==> src/rtl/evt_chan_pkg.sv <==
package evt_chan_pkg;

    localparam int TB_W = 24;
    localparam int N_SLOT = 2;
    localparam int SYNC_N = 2;

    typedef logic [TB_W-1:0] tstamp_t;

    typedef enum logic [1:0] {
        EDGE_OFF  = 2'd0,
        EDGE_RISE = 2'd1,
        EDGE_FALL = 2'd2,
        EDGE_BOTH = 2'd3
    } edge_mode_e;

    typedef enum logic {
        TB_ONE = 1'b0,
        TB_TWO = 1'b1
    } tb_pick_e;

    typedef struct packed {
        tstamp_t  thresh;
        tb_pick_e pick;
        logic     armed;
    } slot_cfg_t;

    function automatic logic slot_fires(input slot_cfg_t cfg, input logic latched,
                                        input tstamp_t now);
        return cfg.armed && !latched && (now >= cfg.thresh);
    endfunction

endpackage

==> src/rtl/evt_edge_det.sv <==
module evt_edge_det
    import evt_chan_pkg::*;
#(
    parameter int STAGES = SYNC_N
) (
    input  logic       clk,
    input  logic       rst,
    input  logic       pin_i,
    input  logic [1:0] mode_i,
    output logic       edge_o
);
    localparam int CHAIN = STAGES + 1;

    logic [CHAIN-1:0] chain_q;
    logic             rise, fall;
    edge_mode_e       mode;

    generate
        for (genvar s = 0; s < CHAIN; s++) begin : g_stage
            if (s == 0) begin : g_first
                always_ff @(posedge clk) begin
                    if (rst) chain_q[s] <= 1'b0;
                    else     chain_q[s] <= pin_i;
                end
            end else begin : g_next
                always_ff @(posedge clk) begin
                    if (rst) chain_q[s] <= 1'b0;
                    else     chain_q[s] <= chain_q[s-1];
                end
            end
        end
    endgenerate

    always_comb begin
        mode = edge_mode_e'(mode_i);
        rise = chain_q[STAGES-1] && !chain_q[STAGES];
        fall = !chain_q[STAGES-1] && chain_q[STAGES];
        unique case (mode)
            EDGE_RISE: edge_o = rise;
            EDGE_FALL: edge_o = fall;
            EDGE_BOTH: edge_o = rise || fall;
            default:   edge_o = 1'b0;
        endcase
    end
endmodule

==> src/rtl/evt_match_slot.sv <==
module evt_match_slot
    import evt_chan_pkg::*;
(
    input  logic    clk,
    input  logic    rst,
    input  logic    wr_i,
    input  tstamp_t wr_data_i,
    input  logic    wr_pick_i,
    input  logic    clr_i,
    input  tstamp_t tb1_i,
    input  tstamp_t tb2_i,
    output logic    fire_o,
    output logic    flag_o,
    output tstamp_t now_o
);
    slot_cfg_t cfg_q;
    logic      flag_q;

    always_ff @(posedge clk) begin
        if (rst) begin
            cfg_q <= '{thresh: '0, pick: TB_ONE, armed: 1'b0};
        end else if (wr_i) begin
            cfg_q.thresh <= wr_data_i;
            cfg_q.pick   <= tb_pick_e'(wr_pick_i);
            cfg_q.armed  <= 1'b1;
        end
    end

    always_comb begin
        now_o  = (cfg_q.pick == TB_TWO) ? tb2_i : tb1_i;
        fire_o = slot_fires(cfg_q, flag_q, now_o);
    end

    always_ff @(posedge clk) begin
        if (rst)         flag_q <= 1'b0;
        else if (clr_i)  flag_q <= 1'b0;
        else if (fire_o) flag_q <= 1'b1;
    end

    assign flag_o = flag_q;
endmodule

==> src/rtl/evt_chan_unit.sv <==
module evt_chan_unit
    import evt_chan_pkg::*;
(
    input  logic            clk,
    input  logic            rst,
    input  logic [TB_W-1:0] tb1_i,
    input  logic [TB_W-1:0] tb2_i,
    input  logic            pin_i,
    input  logic            wr_en_i,
    input  logic            wr_sel_i,
    input  logic [TB_W-1:0] wr_data_i,
    input  logic            wr_tbsel_i,
    input  logic [1:0]      edge_mode_i,
    input  logic [1:0]      svc_mode_i,
    input  logic [1:0]      clr_i,
    output logic            flag_a_o,
    output logic            flag_b_o,
    output logic [TB_W-1:0] cap_a_o,
    output logic [TB_W-1:0] cap_b_o,
    output logic            svc_req_o
);
    logic [N_SLOT-1:0] fire, flag;
    tstamp_t           now  [N_SLOT];
    tstamp_t           cap_q[N_SLOT];
    logic              pin_edge;

    evt_edge_det #(.STAGES(SYNC_N)) u_edge (
        .clk(clk), .rst(rst), .pin_i(pin_i), .mode_i(edge_mode_i), .edge_o(pin_edge)
    );

    generate
        for (genvar i = 0; i < N_SLOT; i++) begin : g_slot
            localparam logic SLOT_ID = 1'(i);

            evt_match_slot u_slot (
                .clk(clk), .rst(rst),
                .wr_i(wr_en_i && (wr_sel_i == SLOT_ID)),
                .wr_data_i(wr_data_i), .wr_pick_i(wr_tbsel_i),
                .clr_i(clr_i[i]), .tb1_i(tb1_i), .tb2_i(tb2_i),
                .fire_o(fire[i]), .flag_o(flag[i]), .now_o(now[i])
            );

            // slot 0 records time base 1 on a pin edge, slot 1 records time base 2
            always_ff @(posedge clk) begin
                if (rst)           cap_q[i] <= '0;
                else if (fire[i])  cap_q[i] <= now[i];
                else if (pin_edge) cap_q[i] <= (i == 0) ? tb1_i : tb2_i;
            end
        end
    endgenerate

    assign flag_a_o  = flag[0];
    assign flag_b_o  = flag[1];
    assign cap_a_o   = cap_q[0];
    assign cap_b_o   = cap_q[1];
    assign svc_req_o = |(svc_mode_i & flag);
endmodule

==> config.mk <==
export PLATFORM = sky130hd
export DESIGN_NAME = evt_chan_unit
export DESIGN_NICKNAME = d
export VERILOG_FILES = /design/src/rtl/evt_chan_pkg.sv /design/src/rtl/evt_edge_det.sv /design/src/rtl/evt_match_slot.sv /design/src/rtl/evt_chan_unit.sv
export SDC_FILE = /design/constraint.sdc
export NUM_CORES = 1
export LEC_CHECK = 0
export ABC_AREA = 1
export CAP_MARGIN = 20
export CORE_ASPECT_RATIO = 2
export CORE_UTILIZATION = 35
export DETAILED_ROUTE_END_ITERATION = 10
export SLEW_MARGIN = 20
export SYNTH_ARGS = -nofsm -noshare
export SYNTH_HDL_FRONTEND = slang
export SYNTH_SLANG_ARGS = --single-unit
export TNS_END_PERCENT = 100
==> constraint.sdc <==
create_clock -name clk -period 3.7 [get_ports clk]
set_input_delay 0.74 -clock clk [delete_from_list [all_inputs] [get_ports clk]]
set_output_delay 0.74 -clock clk [all_outputs]
set_load 0.01 [all_outputs]
==> flow_metrics.env <==
export IMPL_hold_buffers=0
export IMPL_finalHoldViolations=0
export IMPL_synth_edf_count=48
export IMPL_peakVddDrop_mv=0.216
export IMPL_htree_levels=3
export IMPL_synth_ff_type="dfxtp_1"
export IMPL_place_hpwl_um=13200
export IMPL_yosysMostFrequentCell="nand2_1"
export IMPL_drc=0
export IMPL_grt_pass1_wl_um=26800
export IMPL_grt_start_max_net_pins=51
export IMPL_ys_seq_area_share_pct=41.7
export IMPL_die_h_um=190
export IMPL_setup_viol=0
export IMPL_syn_area_um2=6200
export IMPL_synth_cells=822
export IMPL_synth_distinct_cells=25
export IMPL_p_sw_uw=945
export IMPL_whs_ns=0.408
export IMPL_gr_total_overflow=0
export IMPL_fin_crit_sh_pct=84.4
export IMPL_ys_seq_elements=105
export IMPL_start_util_pct=35.9
export IMPL_via_per_inst=4.82
export IMPL_synth_largest_area_cell="edfxtp_1"
export IMPL_area_growth_pct=29.0
export IMPL_yosys_warnings=0
export IMPL_nNetsFinal=1070
export IMPL_synth_fp_nets=956
export IMPL_drt_first_pass_iters=4
export IMPL_relSlewSlack_pct=54.2
export IMPL_drtIter0Drc=235
export IMPL_clock_skew_ns=0.00905
export IMPL_clockBufferDepth=2
export IMPL_core_region_area_um2=17300
export IMPL_cts_buffers=9
export IMPL_hold_path_class="flip-flop to flip-flop"
export IMPL_cp_max_fo=24
export IMPL_synthTopCellsByCount="155 x nand2_1, 122 x inv_1, 92 x a21oi_1, 79 x nor2_1, 79 x o21ai_0"
export IMPL_p_int_mw=2.15
export IMPL_grt_pass1_vias=5253
export IMPL_leakagePower_nw=3.52
export IMPL_row_count=68
export IMPL_synth_area_top_cells="edfxtp_1 23%, dfxtp_1 18%, ha_1 10%, nand2_1 9.4%, a21oi_1 7.4%"
export IMPL_max_freq_mhz=320
export IMPL_cts_root_buf="clkbuf_16"
export IMPL_drive_above_1_share_pct=6.27
export IMPL_finalCriticalPeriod_ns=3.12
export IMPL_post_drt_wl_per_cell_um=14.6
export IMPL_totalWireLength_um=16700
export IMPL_post_cts_buffers=0
export IMPL_required_ns=3.81
export IMPL_rsz0062_at_grt="false"
export IMPL_fin_tns_setup_ns=0
export IMPL_pwr_share_comb_pct=26.1
export IMPL_outcome="finished clean"
export IMPL_fin_util_pct=46.3
export IMPL_tritoncts="built"
export IMPL_num_antenna_cells=0
export IMPL_drv_cap=0
export IMPL_grt_total_usage_pct=19.3
export IMPL_antenna_found_initial=0
export IMPL_worstSkewPairLatency_ns=0.36
export IMPL_power_frac_clock_pct=30.2
export IMPL_critPathArrivalTime_ns=3.24
export IMPL_io_pins=135
export IMPL_worstSetupEndpointType="flip-flop"
export IMPL_fin_ws_ns=0.578
export IMPL_vias=5551
export IMPL_clkSinkCount=105
export IMPL_synth_top_cell_area_share_pct=23.3
export IMPL_pre_cts_ws_ns=0.186
export IMPL_die_x_um=96.1
export IMPL_p_per_area_nw_per_um2=388
export IMPL_power_frac_seq_pct=43.7
export IMPL_slew_viol_final=0
export IMPL_worst_pin_slew_ns=0.686
export IMPL_drt_antenna_violating_nets=0
export IMPL_port_buffers=134
export IMPL_syn_avg_cell_area_um2=7.54
export IMPL_gp_congestion=0.869
export IMPL_cts_resized=0
export IMPL_synthArstFlopShare_pct=0
export IMPL_power_share_switching_pct=30.5
export IMPL_fill_cells=1753
export IMPL_clk_pin_slew_worst_paths_ns=0.08
export IMPL_path_class="input pin to flip-flop"
export IMPL_dieArea_um2=18300
export IMPL_cp_start_kind="input pin"
## flip-flops by register name, indices dropped and copies added, names as in the netlist
name,count
g_slot.u_slot.cfg_q,52
g_slot.u_slot.flag_o,2
cap_q,48
u_edge.chain_q,3
## worst max-delay path, cell delays in order
cell             delay, ns
clkdlybuf4s50_1       0.45
o21ai_0               0.32
inv_1                 0.09
ha_1                  0.32
a21oi_1               0.15
nand2_1               0.13
nand2_1               0.11
nand2_1               0.05
nor2_1                0.16
nand2_2               0.09
nand3_1               0.09
nand2_2               0.30
nand2_1               0.18
nor2_1                0.05
## path summary, 6_finish.rpt
| kind | endpoint | startpoint | slack [ns] | depth (start not counted) |
|---|---|---|---|---|
| worst min-delay path | u_edge.chain_q[1] | u_edge.chain_q[0] | 0.41 | 2 |
| worst min register to register | u_edge.chain_q[1] | u_edge.chain_q[0] | 0.41 | 2 |
| worst max-delay path | cap_q[1][18] | tb1_i[11] | 0.58 | 14 |
| worst max register to register | cap_q[0][6] | g_slot[0].u_slot.cfg_q[1] | 0.72 | 13 |
## metrics by stage
stage | instances | cell area (um2) | power, mW
after floorplan | 822 | 6200 | 1.83
after global placement | 1135 | 7710 | 2.19
after detailed placement | 1135 | 7710 | 2.20
after CTS | 1151 | 7990 | 3.13
after global routing | 1151 | 7990 | 3.28
final | 1151 | 7990 | 3.10
## power by group through the flow
stage	logic (mW)	registers, mW	clock network (mW)
2_1_floorplan	0.416	1.41	0
3_3_place_gp	0.805	1.38	0
3_5_place_dp	0.814	1.38	0
4_1_cts	0.817	1.36	0.955
5_1_grt	0.916	1.36	0.997
6_report	0.809	1.35	0.935
## logic make-up after synthesis
logic type | count (synthesis) | share of synthesized area, %
buffers and inverters | 167 | 11.1
DFF | 105 | 41.7
and+or+nand+nor | 324 | 22.7
adders and majority gates | 50 | 10.1
AOI/OAI and AO/OA | 176 | 14.4
## cell type report
type | count | area [um2] | share of cell area [%]
Multi-Input combinational cell | 550 | 2930 | 36.6
Sequential cell | 105 | 2580 | 32.3
Clock buffer | 9 | 225 | 2.82
Tap cell | 210 | 263 | 3.29
Inverter | 123 | 462 | 5.78
Timing Repair Buffer | 147 | 1480 | 18.5
Clock inverter | 7 | 57.6 | 0.720
## routing by layer
metal	share of wire (%)	GRT usage (%)	vias to the layer above
li1	-	-	2920
met1	44	24.3	2471
met2	49	32.2	127
met3	3.5	2.00	33
met4	4.0	9.47	0
met5	0	0	-
## cells in the final DEF (no fill, tap or decap)
| cell type | count |
|---|---|
| nand2_1 | 155 |
| clkdlybuf4s50_1 | 134 |
| inv_1 | 121 |
| a21oi_1 | 92 |
| o21ai_0 | 79 |
| nor2_1 | 79 |
| dfxtp_1 | 57 |
| ha_1 | 50 |
| edfxtp_1 | 48 |
| nand3_1 | 34 |
| nand4_1 | 26 |
| nor2_2 | 22 |
| buf_4 | 10 |
| clkbuf_16 | 9 |
| nand2_2 | 4 |
| inv_6 | 4 |
| o21a_1 | 3 |
| buf_12 | 3 |
| a21o_1 | 1 |
| nand3_2 | 1 |
| clkinv_1 | 1 |
| inv_2 | 1 |
| a22o_1 | 1 |
| nand2_4 | 1 |
| nor3_1 | 1 |
| or2_2 | 1 |
| clkinv_2 | 1 |
| inv_4 | 1 |
| inv_8 | 1 |
No activity file was read; power rests on OpenSTA's default activity.
